==> config.mk <==
export PLATFORM = sky130hd
export DESIGN_NAME = reg_startup_seq
export DESIGN_NICKNAME = d
export VERILOG_FILES = /design/src/rtl/reg_seq_pkg.sv /design/src/rtl/reg_seq_timer.sv /design/src/rtl/reg_seq_strap.sv /design/src/rtl/reg_seq_ramp.sv /design/src/rtl/reg_startup_seq.sv
export SDC_FILE = /design/constraint.sdc
export NUM_CORES = 1
export LEC_CHECK = 0
export ABC_AREA = 1
export BUFFER_PORTS_ARGS = -buffer_cell sky130_fd_sc_hd__buf_2
export CORE_MARGIN = 2
export CORE_UTILIZATION = 25
export DETAILED_ROUTE_END_ITERATION = 8
export SETUP_SLACK_MARGIN = 0.15
export SLEW_MARGIN = 20
export SYNTH_ARGS = -nofsm -noshare
export SYNTH_HDL_FRONTEND = slang
export SYNTH_HIERARCHICAL = 1
export SYNTH_SLANG_ARGS = --single-unit
==> constraint.sdc <==
create_clock -name clk -period 2.9 [get_ports clk]
set_clock_uncertainty 0.2 [all_clocks]
set_input_delay 0.435 -clock clk [delete_from_list [all_inputs] [get_ports clk]]
set_output_delay 0.435 -clock clk [all_outputs]
set_load 0.005 [all_outputs]
==> src/rtl/reg_seq_pkg.sv <==
package reg_seq_pkg;

  typedef enum logic [2:0] {
    ST_OFF, ST_INIT, ST_IDLE, ST_PON, ST_RAMP, ST_SETTLE, ST_PGDLY, ST_ON
  } seq_state_e;

  // bit order equals the strap code bit order: [3] hiccup, [2] comp2, [1:0] ss
  typedef struct packed {
    logic       hiccup;
    logic       comp2;
    logic [1:0] ss_sel;
  } strap_cfg_t;

  localparam strap_cfg_t CFG_OPEN = '{hiccup: 1'b0, comp2: 1'b0, ss_sel: 2'b10};

  function automatic int unsigned ticks_of(input int unsigned khz, input int unsigned us);
    int unsigned t;
    t = (khz * us) / 1000;
    return (t == 0) ? 1 : t;
  endfunction

endpackage

==> src/rtl/reg_seq_timer.sv <==
module reg_seq_timer #(
  parameter int unsigned TMR_W = 16
) (
  input  logic             clk,
  input  logic             rst,
  input  logic             load,
  input  logic [TMR_W-1:0] load_val,
  output logic             zero
);
  logic [TMR_W-1:0] cnt;

  always_ff @(posedge clk) begin
    if (rst)               cnt <= '0;
    else if (load)         cnt <= load_val;
    else if (cnt != '0)    cnt <= cnt - 1'b1;
  end

  assign zero = (cnt == '0);
endmodule

==> src/rtl/reg_seq_strap.sv <==
module reg_seq_strap
  import reg_seq_pkg::*;
(
  input  logic       clk,
  input  logic       rst,
  input  logic       clr,
  input  logic       capture,
  input  logic [3:0] code,
  input  logic       open,
  output strap_cfg_t cfg,
  output logic       locked
);
  always_ff @(posedge clk) begin
    if (rst || clr) begin
      cfg    <= '0;
      locked <= 1'b0;
    end else if (capture && !locked) begin
      cfg    <= open ? CFG_OPEN : strap_cfg_t'(code);
      locked <= 1'b1;
    end
  end
endmodule

==> src/rtl/reg_seq_ramp.sv <==
module reg_seq_ramp
  import reg_seq_pkg::*;
#(
  parameter int unsigned CLK_KHZ    = 100000,
  parameter int unsigned SS_BASE_US = 1000,
  parameter int unsigned RAMP_MAX   = 200,
  parameter int unsigned RAMP_W     = 8
) (
  input  logic              clk,
  input  logic              rst,
  input  logic              clr,
  input  logic              run,
  input  logic [1:0]        sel,
  output logic [RAMP_W-1:0] code,
  output logic              full
);
  localparam int unsigned STEP_MAX = ticks_of(CLK_KHZ, SS_BASE_US * 8) / RAMP_MAX;
  localparam int unsigned STEP_W   = (STEP_MAX < 2) ? 1 : $clog2(STEP_MAX);

  logic [STEP_W-1:0] reload [4];
  logic [STEP_W-1:0] icnt;

  for (genvar g = 0; g < 4; g++) begin : g_step
    localparam int unsigned STEP_G = ticks_of(CLK_KHZ, SS_BASE_US << g) / RAMP_MAX;
    assign reload[g] = STEP_W'((STEP_G == 0) ? 0 : STEP_G - 1);
  end

  assign full = (code == RAMP_W'(RAMP_MAX));

  always_ff @(posedge clk) begin
    if (rst || clr) begin
      code <= '0;
      icnt <= reload[sel];
    end else if (run && !full) begin
      if (icnt == '0) begin
        code <= code + 1'b1;
        icnt <= reload[sel];
      end else begin
        icnt <= icnt - 1'b1;
      end
    end
  end
endmodule

==> src/rtl/reg_startup_seq.sv <==
module reg_startup_seq
  import reg_seq_pkg::*;
#(
  parameter int unsigned CLK_KHZ    = 100000,
  parameter int unsigned INIT_US    = 300,
  parameter int unsigned PON_US     = 500,
  parameter int unsigned PG_US      = 1000,
  parameter int unsigned SS_BASE_US = 1000,
  parameter int unsigned RAMP_MAX   = 200,
  localparam int unsigned RAMP_W    = $clog2(RAMP_MAX + 1)
) (
  input  logic              clk,
  input  logic              rst,
  input  logic              supply_ok,
  input  logic              en,
  input  logic [3:0]        strap_code,
  input  logic              strap_open,
  input  logic              ref_gt_fb,
  input  logic              hs_pulse,
  input  logic              vreg_ok,
  output logic [RAMP_W-1:0] ramp_code,
  output logic              hs_en,
  output logic              ls_en,
  output logic              pgood,
  output logic              cfg_locked,
  output logic [1:0]        cfg_ss_sel,
  output logic              cfg_comp2,
  output logic              cfg_hiccup
);
  localparam int unsigned INIT_T = ticks_of(CLK_KHZ, INIT_US);
  localparam int unsigned PON_T  = ticks_of(CLK_KHZ, PON_US);
  localparam int unsigned PG_T   = ticks_of(CLK_KHZ, PG_US);
  localparam int unsigned T_MAX  = (INIT_T > PON_T) ? ((INIT_T > PG_T) ? INIT_T : PG_T)
                                                    : ((PON_T > PG_T) ? PON_T : PG_T);
  localparam int unsigned TMR_W  = (T_MAX < 2) ? 1 : $clog2(T_MAX);

  seq_state_e        state_q, state_n;
  logic              tmr_zero, tmr_load;
  logic [TMR_W-1:0]  tmr_val;
  strap_cfg_t        cfg;
  logic              ramp_full, ramp_clr, ramp_run;
  logic              on_path, keep;

  // ---------------- phase sequencing ----------------
  always_comb begin
    state_n = state_q;
    if (!supply_ok) begin
      state_n = ST_OFF;
    end else begin
      unique case (state_q)
        ST_OFF:    state_n = ST_INIT;
        ST_INIT:   if (tmr_zero) state_n = ST_IDLE;
        ST_IDLE:   if (en) state_n = ST_PON;
        ST_PON:    if (!en) state_n = ST_IDLE; else if (tmr_zero)  state_n = ST_RAMP;
        ST_RAMP:   if (!en) state_n = ST_IDLE; else if (ramp_full) state_n = ST_SETTLE;
        ST_SETTLE: if (!en) state_n = ST_IDLE; else if (vreg_ok)   state_n = ST_PGDLY;
        ST_PGDLY:  if (!en) state_n = ST_IDLE; else if (tmr_zero)  state_n = ST_ON;
        ST_ON:     if (!en) state_n = ST_IDLE;
        default:   state_n = ST_OFF;
      endcase
    end
  end

  always_ff @(posedge clk) begin
    if (rst) state_q <= ST_OFF;
    else     state_q <= state_n;
  end

  // timer is loaded on every phase change with the length of the new phase
  assign tmr_load = (state_n != state_q);
  always_comb begin
    unique case (state_n)
      ST_INIT:  tmr_val = TMR_W'(INIT_T - 1);
      ST_PON:   tmr_val = TMR_W'(PON_T - 1);
      ST_PGDLY: tmr_val = TMR_W'(PG_T - 1);
      default:  tmr_val = '0;
    endcase
  end

  reg_seq_timer #(.TMR_W(TMR_W)) u_timer (
    .clk      (clk),
    .rst      (rst),
    .load     (tmr_load),
    .load_val (tmr_val),
    .zero     (tmr_zero)
  );

  // ---------------- configuration capture ----------------
  reg_seq_strap u_strap (
    .clk     (clk),
    .rst     (rst),
    .clr     (!supply_ok),
    .capture (state_q == ST_INIT && tmr_zero),
    .code    (strap_code),
    .open    (strap_open),
    .cfg     (cfg),
    .locked  (cfg_locked)
  );

  assign cfg_ss_sel = cfg.ss_sel;
  assign cfg_comp2  = cfg.comp2;
  assign cfg_hiccup = cfg.hiccup;

  // ---------------- reference ramp ----------------
  assign on_path  = (state_q == ST_RAMP) || (state_q == ST_SETTLE) ||
                    (state_q == ST_PGDLY) || (state_q == ST_ON);
  assign keep     = supply_ok && en;
  assign ramp_clr = !(keep && on_path);
  assign ramp_run = (state_q == ST_RAMP);

  reg_seq_ramp #(
    .CLK_KHZ    (CLK_KHZ),
    .SS_BASE_US (SS_BASE_US),
    .RAMP_MAX   (RAMP_MAX),
    .RAMP_W     (RAMP_W)
  ) u_ramp (
    .clk  (clk),
    .rst  (rst),
    .clr  (ramp_clr),
    .run  (ramp_run),
    .sel  (cfg.ss_sel),
    .code (ramp_code),
    .full (ramp_full)
  );

  // ---------------- drivers and power-good ----------------
  always_ff @(posedge clk) begin
    if (rst) begin
      hs_en <= 1'b0;
      ls_en <= 1'b0;
      pgood <= 1'b0;
    end else begin
      hs_en <= keep && on_path && (hs_en || ref_gt_fb);
      ls_en <= keep && on_path && hs_en && (ls_en || hs_pulse);
      pgood <= (state_n == ST_ON);
    end
  end
endmodule

==> out/qor.csv, run 1 <==
metric,value,unit
outcome,"complete, no violations",
slowest cell delay on critical path,0.32,ns
CP Max Fanout,6,
Simple-Gate Fraction of Synth Area,44.8,%
Multi-input gate area,2020,um^2
hold-critical path depth,3,
most frequent cell after synthesis,nand2_1,
post-synth top area share,21.5,%
FF-to-FF path depth,22,
VDD IR max,0.334,mV
Worst Hold Class,in -> reg,
chip height,120,um
worst reg2reg endpoint,u_timer/cnt[7],
final net count,562,
number of synthesized flops with an enable pin,12,
flop-to-flop setup slack,0.28,ns
Final Non-Filler Cells,720,
DRT iter0 DRCs,210,
GRT Overall Usage,10.7,%
"CTS clk-pin slew, worst paths",0.07,ns
WL final,7610,um
syn nets,514,
RR Startpoint,u_timer/cnt[0],
Worst Setup Start Kind,flip-flop,
Final Hold Fails,0,
Setup TNS,0,ns
RSZ-0062 raised after global routing,true,
# hold bufs at CTS,0,
CTS tree,done,
drc violations,0,
final setup fails,0,
initial antenna violation count,0,
RePlAce Congestion,0.821,
die area,14400,um^2
CTS Root Cell,clkbuf_16,
Top Ports,28,
Die X,120,um
fraction of registers with async set/reset,0,%
Vias,3050,
share of the yosys chip area belonging to registers,32.2,%
Routed WL per cell,10.6,um
post-synthesis mux area share,0.596,%
buffers and inverters on the worst path,5,
DP Wirelength,5400,um
CP cell instances,"inv_2, ha_4, nand2_4, nor2_8, nand4_4, nor2_4, nand2_2, buf_4, nor2_1, nor2_1, nand3_2, nand2_4, nand2_1, nand2_1, nand2_2, inv_4, buf_8, buf_4, nand2_1, nand2_1, nand2_1, nor2_1",
"Largest delay share family, worst path",simple AND/OR/NAND/NOR gates,
largest net degree at the start of global routing,22,
leading register cell type out of synthesis,dfxtp_1,
via-per-instance ratio,4.24,
"most used cell, CP",nand2_1,
hold path endpoint,hs_en,
area delta synth->final,22.2,%
CORE AREA,13200,um^2
worst-margin pin slew,0.666,ns
final slew viol count,0,
diodes inserted,0,
Yosys cell types,37,
Final min period,2.62,ns
Pre-antenna DRT Iters,5,
clock tree buffer depth,2,
largest family of logic cells by synthesized area,simple AND/OR/NAND/NOR gates,
Post-Synth Adder-Cell Area,2.61,%
Max Freq,0.381,GHz
fin crit share,90.4,%
fill count,1381,
power per cell area,565,nW/um^2
vias in the first global route,2755,
total clock buffers created by CTS,5,
CP endpoint kind,flip-flop,
clk_lat worst skew,0.29,ns
Initial Util,25.5,%
hold slack,0.200,ns
synthesized flop and latch total,48,
Tot Pwr,0.00232,W
syn_area_per_cell,6.78,um^2
antenna-violating nets left,0,
Synth top cells by count,"146 x nand2_1, 72 x nor2_1, 57 x inv_1, 38 x nand3_1, 36 x dfxtp_1",
row count,42,
grt ovf,0,
Synth Area in Compound Gates,5.78,%
H-tree depth,2,
Synth Area in XOR/XNOR,3.39,%
Mapped Area,3360,um^2
dpl cells,697,
cells after synthesis,495,
crit path DAT,2.59,ns
critical path required time,2.87,ns
Sink Count,48,
Synth area leaders,"dfxtp_1 21%, nand2_1 16%, edfxtp_1 11%, nor2_1 8.1%, inv_1 6.4%",
sequential cell area,1090,um^2
CP max-delay cell,dfxtp_2,
Pleak,1.94,nW
share of post-route cells with drive strength above 1,25.6,%
beginning of the worst hold path,ref_gt_fb,
YS warnings,6,
Max Cap Viol,0,
critical setup path kind,reg -> reg,
max_slew headroom,55.6,%
first-pass GRT wire length,12600,um
Yosys top cell by area,dfxtp_1,
PortBufs,27,
## placed cells by master (no fill, tap or decap), drive strengths merged, types with 8 or more instances in the layout
cell	n
dfxtp	36
xor2	13
a21oi	14
nor2	93
inv	66
buf	50
nand2	162
o21ai	18
edfxtp	12
nand3	41
nand4	8
## metrics by stage
step	utilization, %	setup slack, ns	cell area [um^2]
floorplan	-	0.237	3360
global placement	28.0	0.155	3690
detailed placement	28.0	0.0916	3690
CTS	29.4	0.164	3880
global route	31.1	0.104	4100
finish	31.1	0.278	4100
## power breakdown
| group | internal, W | switching (W) | total (W) |
|---|---|---|---|
| registers | 0.000741 | 0.0000685 | 0.000810 |
| clock network | 0.000406 | 0.000253 | 0.000659 |
| logic | 0.000348 | 0.000499 | 0.000847 |
| total | 0.00150 | 0.000821 | 0.00232 |
## cell type report
class | instances | area share, %
Timing Repair Buffer | 51 | 8.57
Inverter | 67 | 6.38
Tap cell | 176 | 5.37
Sequential cell | 48 | 26.5
Clock inverter | 2 | 0.854
Clock buffer | 6 | 3.14
Multi-Input combinational cell | 370 | 49.2
## registers in the layout, indices dropped and copies added (netlist names)
signal and flops:
u_timer/cnt 17, u_ramp/icnt 12, u_ramp/code 8, u_strap/cfg 4, state_q 3, hs_en 1, ls_en 1, pgood 1
u_strap/locked 1
## logic make-up after synthesis
group,Yosys count
other cells,1
buf+inv,78
simple gates,311
flops,48
xor+xnor,13
mux,2
compound gates,35
fa+ha+maj,7
## worst register-to-register path, stage by stage (launching register included)
cell and delay (ns):
dfxtp_2 0.32, inv_2 0.07, ha_4 0.15, nand2_4 0.07, nor2_8 0.10, nand4_4 0.09, nor2_4 0.17, nand2_2 0.08
buf_4 0.14, nor2_1 0.09, nor2_1 0.06, nand3_2 0.12, nand2_4 0.06, nand2_1 0.06, nand2_1 0.06, nand2_2 0.11
inv_4 0.07, buf_8 0.13, buf_4 0.13, nand2_1 0.06, nand2_1 0.05, nand2_1 0.05, nor2_1 0.05
## how the worst max path moves through the flow
stage	slack, ns	startpoint	end	cells past startpoint
finish	0.28	u_timer/cnt[0]	u_timer/cnt[7]	22
global route	0.10	u_timer/cnt[0]	u_timer/cnt[12]	18
CTS	0.16	u_timer/cnt[0]	u_timer/cnt[8]	23
detailed placement	0.09	u_timer/cnt[0]	u_timer/cnt[8]	23
global placement	0.15	u_timer/cnt[0]	u_timer/cnt[8]	23
floorplan	0.24	u_timer/cnt[0]	u_timer/cnt[11]	22
## routing by layer
layer	routed length [um]	global-route usage, %
met1	3670	13.7
met2	3560	17.7
met3	279	2.09
met4	99	4.41
met5	0	0
## repair_timing
item	4_1_cts	5_1_grt
resized for setup	3	37
endpoints found under the setup margin	14	17
gates cloned	1	1
setup buffers	0	13
hold endpoints to repair	0	0
pin swaps	1	13
Power figures use the tool's default switching activity.
==> run 2, diff against run 1 <==
--- a/config.mk
+++ b/config.mk
@@ -8,8 +8,9 @@
 export ABC_AREA = 1
 export BUFFER_PORTS_ARGS = -buffer_cell sky130_fd_sc_hd__buf_2
 export CORE_MARGIN = 2
-export CORE_UTILIZATION = 25
+export CORE_UTILIZATION = 40
 export DETAILED_ROUTE_END_ITERATION = 8
+export RECOVER_POWER = 100
 export SETUP_SLACK_MARGIN = 0.15
 export SLEW_MARGIN = 20
 export SYNTH_ARGS = -nofsm -noshare
==> run 2 against run 1 <==
Utilization is 17 points higher. Sequential power hardly changed. Clock power is 12% lower. Combinational power is 2% higher. Critical endpoint is now u_timer/cnt[0].
==> out/qor.csv, run 2 (synthesis results as in run 1) <==
metric,value,unit,change
initial antenna violation count,0,,unchanged
met3 WL,317,um,+14%
outcome,"complete, no violations",,
Routed WL per cell,12.0,um,+14%
row count,33,,-21%
critical path required time,2.88,ns,about the same
critical setup path kind,reg -> reg,,
Die X,95.6,um,-20%
share of post-route cells with drive strength above 1,22.0,%,-3.5 points
vias in the first global route,2882,,+4.6%
Tot Pwr,0.00225,W,-2.7%
final net count,558,,-0.71%
Sink Count,48,,unchanged
via-per-instance ratio,4.88,,+15%
most frequent cells in the layout,"139 x nand2_1, 68 x nor2_1, 55 x inv_1",,
post-route setup slack,0.233,ns,-0.0447 ns
antenna-violating nets left,0,,unchanged
"CTS clk-pin slew, worst paths",0.09,ns,+0.02 ns
drc violations,0,,unchanged
CTS tree,done,,
Final Non-Filler Cells,645,,-10%
CP Max Fanout,7,,+1
VDD IR max,0.396,mV,+19%
largest net degree at the start of global routing,23,,+4.5%
"commonest non-fill, non-tap cell in the layout",nand2_1,,
first-pass GRT wire length,12800,um,+1.6%
Vias,3145,,+3.1%
final slew viol count,0,,unchanged
RePlAce Congestion,0.854,,+4.0%
total clock buffers created by CTS,5,,unchanged
die area,9140,um^2,-36%
Max Cap Viol,0,,unchanged
H-tree depth,2,,unchanged
worst-margin pin slew,0.705,ns,+0.0386 ns
CTS Root Cell,clkbuf_8,,
crit path DAT,2.64,ns,+0.05 ns
area delta synth->final,16.3,%,
Max Freq,0.375,GHz,-1.7%
Setup WS pre-CTS,0.0858,ns,-0.00582 ns
max_slew headroom,53.0,%,-2.6 points
Top Metal Used,met4,,
CORE AREA,8180,um^2,-38%
Final Hold Fails,0,,unchanged
Pre-antenna DRT Iters,4,,-1
CP endpoint kind,flip-flop,,
clock tree buffer depth,2,,unchanged
power per cell area,578,nW/um^2,+2.3%
WL final,7770,um,+2.1%
Worst Hold Class,in -> reg,,
Largest regs,"u_timer/cnt (17), u_ramp/icnt (12), u_ramp/code (8)",,
Final min period,2.67,ns,+0.0447 ns
grt ovf,0,,unchanged
Initial Util,41.1,%,+16 points
Worst Setup Start Kind,flip-flop,,
chip height,95.6,um,-20%
PortBufs,27,,unchanged
# hold bufs at CTS,0,,unchanged
GRT Overall Usage,17.5,%,+6.8 points
DP Wirelength,5320,um,-1.5%
met1 WL,3600,um,-2.1%
Setup TNS,0,ns,unchanged
fill count,854,,-38%
final setup fails,0,,unchanged
Post-DP Area,3580,um^2,-3.0%
met2 routed WL,3720,um,+4.5%
RSZ-0062 raised after global routing,true,,
DRT iter0 DRCs,145,,-31%
fin crit share,92.0,%,+1.5 points
Final Cell Area,3900,um^2,-4.9%
diodes inserted,0,,unchanged
Top Ports,28,,unchanged
Top reg by flops,u_timer/cnt,,
dpl cells,623,,-11%
Pleak,1.86,nW,-4.4%
max reg flops,17,,unchanged
clk_lat worst skew,0.31,ns,+0.02 ns
flop-to-flop setup slack,0.23,ns,-0.04 ns
## run 2: path summary, 6_finish.rpt
kind                            cells after the start             end      startpoint
worst max-delay path                               22  u_timer/cnt[0]  u_timer/cnt[0]
worst min-delay path                                3           hs_en       ref_gt_fb
worst max register to register                     22  u_timer/cnt[0]  u_timer/cnt[0]
worst min register to register                      2           ls_en           hs_en
## run 2: cell type report
cell class | count | area (um^2) | share of cell area, %
sequential | 48 | 1080 | 27.8
multi-input combinational | 370 | 2000 | 51.4
clock inverter | 2 | 60.1 | 1.54
clock buffer | 6 | 72.6 | 1.86
timing repair buffer | 47 | 290 | 7.44
tap | 105 | 131 | 3.37
inverter | 67 | 259 | 6.64
## run 2: layer usage
| metal | vias to the layer above | track usage, % |
|---|---|---|
| met1 | 1440 | 22.0 |
| met3 | 14 | 3.08 |
| li1 | 1626 | - |
| met4 | 0 | 5.00 |
| met5 | - | 0 |
| met2 | 65 | 30.7 |
## run 2: critical path, cell delays in order (launching register included)
cell,delay (ns)
dfxtp_1,0.34
inv_2,0.09
ha_4,0.15
nand2_4,0.07
nor2_8,0.10
nand4_4,0.10
nor2_4,0.17
nand2_1,0.11
inv_2,0.05
nand2_1,0.04
nand2_1,0.06
nand2_2,0.08
inv_1,0.06
nand2_1,0.06
nand3_1,0.07
nand2_1,0.06
nor2_2,0.09
nand2_2,0.08
inv_2,0.09
buf_6,0.11
nand4_4,0.16
nand2_2,0.12
a21oi_1,0.06
## run 2: power breakdown
part | internal (W) | switching (W)
registers | 0.000740 | 0.0000713
clock network | 0.000345 | 0.000238
logic | 0.000347 | 0.000514
## run 2: metrics by stage
step                util, %  hold slack (ns)
finish                 47.7            0.184
global placement       43.8            0.244
CTS                    45.5            0.179
floorplan                 -            0.253
detailed placement     43.8            0.249
global route           47.7            0.214
## run 2: what timing repair did
item	in CTS	in global routing
resized for setup	2	43
gates cloned	0	1
pin swaps	0	22
setup buffers	0	13
endpoints found under the setup margin	16	17
==> run 3, diff against run 2 <==
--- a/config.mk
+++ b/config.mk
@@ -8,8 +8,9 @@
 export ABC_AREA = 1
 export BUFFER_PORTS_ARGS = -buffer_cell sky130_fd_sc_hd__buf_2
 export CORE_MARGIN = 2
-export CORE_UTILIZATION = 40
+export CORE_UTILIZATION = 59
 export DETAILED_ROUTE_END_ITERATION = 8
+export PLACE_DENSITY = 0.79
 export RECOVER_POWER = 100
 export SETUP_SLACK_MARGIN = 0.15
 export SLEW_MARGIN = 20
==> run 3 against run 2 <==
Critical path depth down 2. Sequential share of layout area down 0.52 points. Critical endpoint is now u_timer/cnt[2]. Wire length up 10%. Register-to-register slack worse by 0.18 ns. Sequential cell count unchanged. Combinational power up 15%.
==> out/qor.csv, run 3 (synthesis results as in run 1) <==
metric,value,unit,change
diodes inserted,0,,unchanged
most frequent cells in the layout,"139 x nand2_1, 71 x nor2_1, 54 x inv_1",,
first-pass GRT wire length,12600,um,-1.8%
beginning of the worst hold path,ref_gt_fb,,
chip height,79.4,um,-17%
Multi-input gate area,2040,um^2,+1.7%
power per cell area,595,nW/um^2,+2.9%
Routed WL per cell,14.0,um,+16%
VDD IR max,0.395,mV,-0.32%
area delta synth->final,19.0,%,
RR Startpoint,u_timer/cnt[1],,
row count,27,,-18%
CTS Root Cell,clkbuf_8,,
Worst Hold Class,in -> reg,,
Sink Count,48,,unchanged
Pre-antenna DRT Iters,5,,+1
RePlAce Congestion,0.881,,+3.2%
PortBufs,27,,unchanged
Vias,3300,,+4.9%
grt ovf,0,,unchanged
hold slack,0.187,ns,+0.00379 ns
total clock buffers created by CTS,5,,unchanged
Pleak,1.89,nW,+1.9%
dpl cells,588,,-5.6%
largest net degree at the start of global routing,24,,+4.3%
Top reg by flops,u_timer/cnt,,
hold path endpoint,hs_en,,
post-route setup slack,0.0572,ns,-0.176 ns
flop-to-flop setup slack,0.06,ns,-0.18 ns
Worst Setup Start Kind,flip-flop,,
worst-margin pin slew,1.01,ns,+0.306 ns
FF-to-FF path depth,20,,-9.1%
vias in the first global route,2899,,+0.59%
final setup fails,0,,unchanged
GRT Overall Usage,24.6,%,+7.0 points
"commonest non-fill, non-tap cell in the layout",nand2_1,,
H-tree depth,2,,unchanged
Final min period,2.84,ns,+0.176 ns
sequential cell area,1090,um^2,+0.46%
Largest regs,"u_timer/cnt (17), u_ramp/icnt (12), u_ramp/code (8)",,
final net count,560,,+0.36%
critical setup path kind,reg -> reg,,
worst reg2reg endpoint,u_timer/cnt[2],,
DP Wirelength,5260,um,-1.1%
RSZ-0062 raised after global routing,true,,
crit path DAT,2.84,ns,+0.20 ns
Max Cap Viol,0,,unchanged
WL final,8570,um,+10%
DRT iter0 DRCs,141,,-2.8%
clk_lat worst skew,0.30,ns,about the same
clock tree buffer depth,2,,unchanged
drc violations,0,,unchanged
fill count,423,,-50%
share of post-route cells with drive strength above 1,24.2,%,+2.1 points
fin crit share,98.0,%,+6.1 points
CTS tree,done,,
Initial Util,61.0,%,+20 points
CORE AREA,5510,um^2,-33%
max reg flops,17,,unchanged
Die X,79.4,um,-17%
outcome,"complete, no violations",,
hold-critical path depth,3,,unchanged
die area,6310,um^2,-31%
crit path launch,u_timer/cnt[1],,
CP Max Fanout,6,,-1
via-per-instance ratio,5.37,,+10%
CP endpoint kind,flip-flop,,
Max Freq,0.352,GHz,-6.2%
"CTS clk-pin slew, worst paths",0.09,ns,about the same
initial antenna violation count,0,,unchanged
Top Ports,28,,unchanged
antenna-violating nets left,0,,unchanged
Final Hold Fails,0,,unchanged
Setup WS pre-CTS,0.133,ns,+0.0470 ns
max_slew headroom,31.9,%,-21 points
critical path required time,2.90,ns,+0.02 ns
Final Non-Filler Cells,614,,-4.8%
final slew viol count,0,,unchanged
[run 3: cell types whose count changed in the layout (fill, tap and decap cells not counted), moves of 3 or more]
cell,delta
nor2_2,-4
nand3_1,-6
buf_12,+3
dfxtp_2,+4
o21ai_0,+4
nor2_1,+3
nand3_2,+6
buf_6,-4
dfxtp_1,-4
[run 3: stage by stage]
step                      utilization (%)  TNS (ns)  cell area [um^2]  power, W
after floorplan                         -         0              3360   0.00138
after global placement               64.0         0              3520   0.00149
after detailed placement             64.0         0              3520   0.00151
after CTS                            66.5         0              3660   0.00208
after global routing                 72.6    -0.251              4000   0.00251
final                                72.6         0              4000   0.00238
[run 3: metal layers]
layer | vias to the layer above | routed length, um | track usage (%)
li1 | 1625 | - | -
met1 | 1515 | 3430 | 30.7
met2 | 134 | 4420 | 43.8
met3 | 26 | 471 | 3.85
met4 | 0 | 242 | 6.72
met5 | - | 0 | 0
[run 3: cell type report]
cell class,instances,share of cell area (%)
Tap cell,72,2.25
Sequential cell,48,27.3
Inverter,67,6.61
Clock buffer,6,1.82
Timing Repair Buffer,49,9.52
Clock inverter,2,1.50
Multi-Input combinational cell,370,51.0
[run 3: power by group]
group          switching, W  internal (W)
clock              0.000228      0.000345
sequential        0.0000755      0.000742
combinational      0.000591      0.000395
total              0.000894       0.00148
[run 3: timing repair]
item	CTS	global route
cloned	0	4
gates resized for setup	1	60
hold buffers	0	0
endpoints found under the setup margin	14	17
setup buffers	0	14
pin swaps	0	31
[run 3: how the worst max path moves through the flow]
stage | to | depth (start not counted)
2_1_floorplan | u_timer/cnt[11] | 22
3_3_place_gp | u_timer/cnt[1] | 21
3_5_place_dp | u_timer/cnt[0] | 21
4_1_cts | u_timer/cnt[8] | 21
5_1_grt | u_timer/cnt[8] | 21
6_report | u_timer/cnt[2] | 20
[run 3: worst max-delay path, stage by stage (launching register included)]
cell and delay [ns]:
dfxtp_2 0.35, inv_2 0.07, ha_4 0.15, nand2_4 0.08, nor2_8 0.12, nand4_4 0.10
nor2_4 0.18, nand2_2 0.10, inv_2 0.06, nand2_1 0.05, nand2_1 0.08, nand2_2 0.10
nor2_4 0.16, nor2_4 0.06, nor2_1 0.10, nor2_1 0.06, nand2_2 0.16, buf_12 0.14
clkbuf_16 0.14, mux2i_4 0.23, nor2_2 0.05
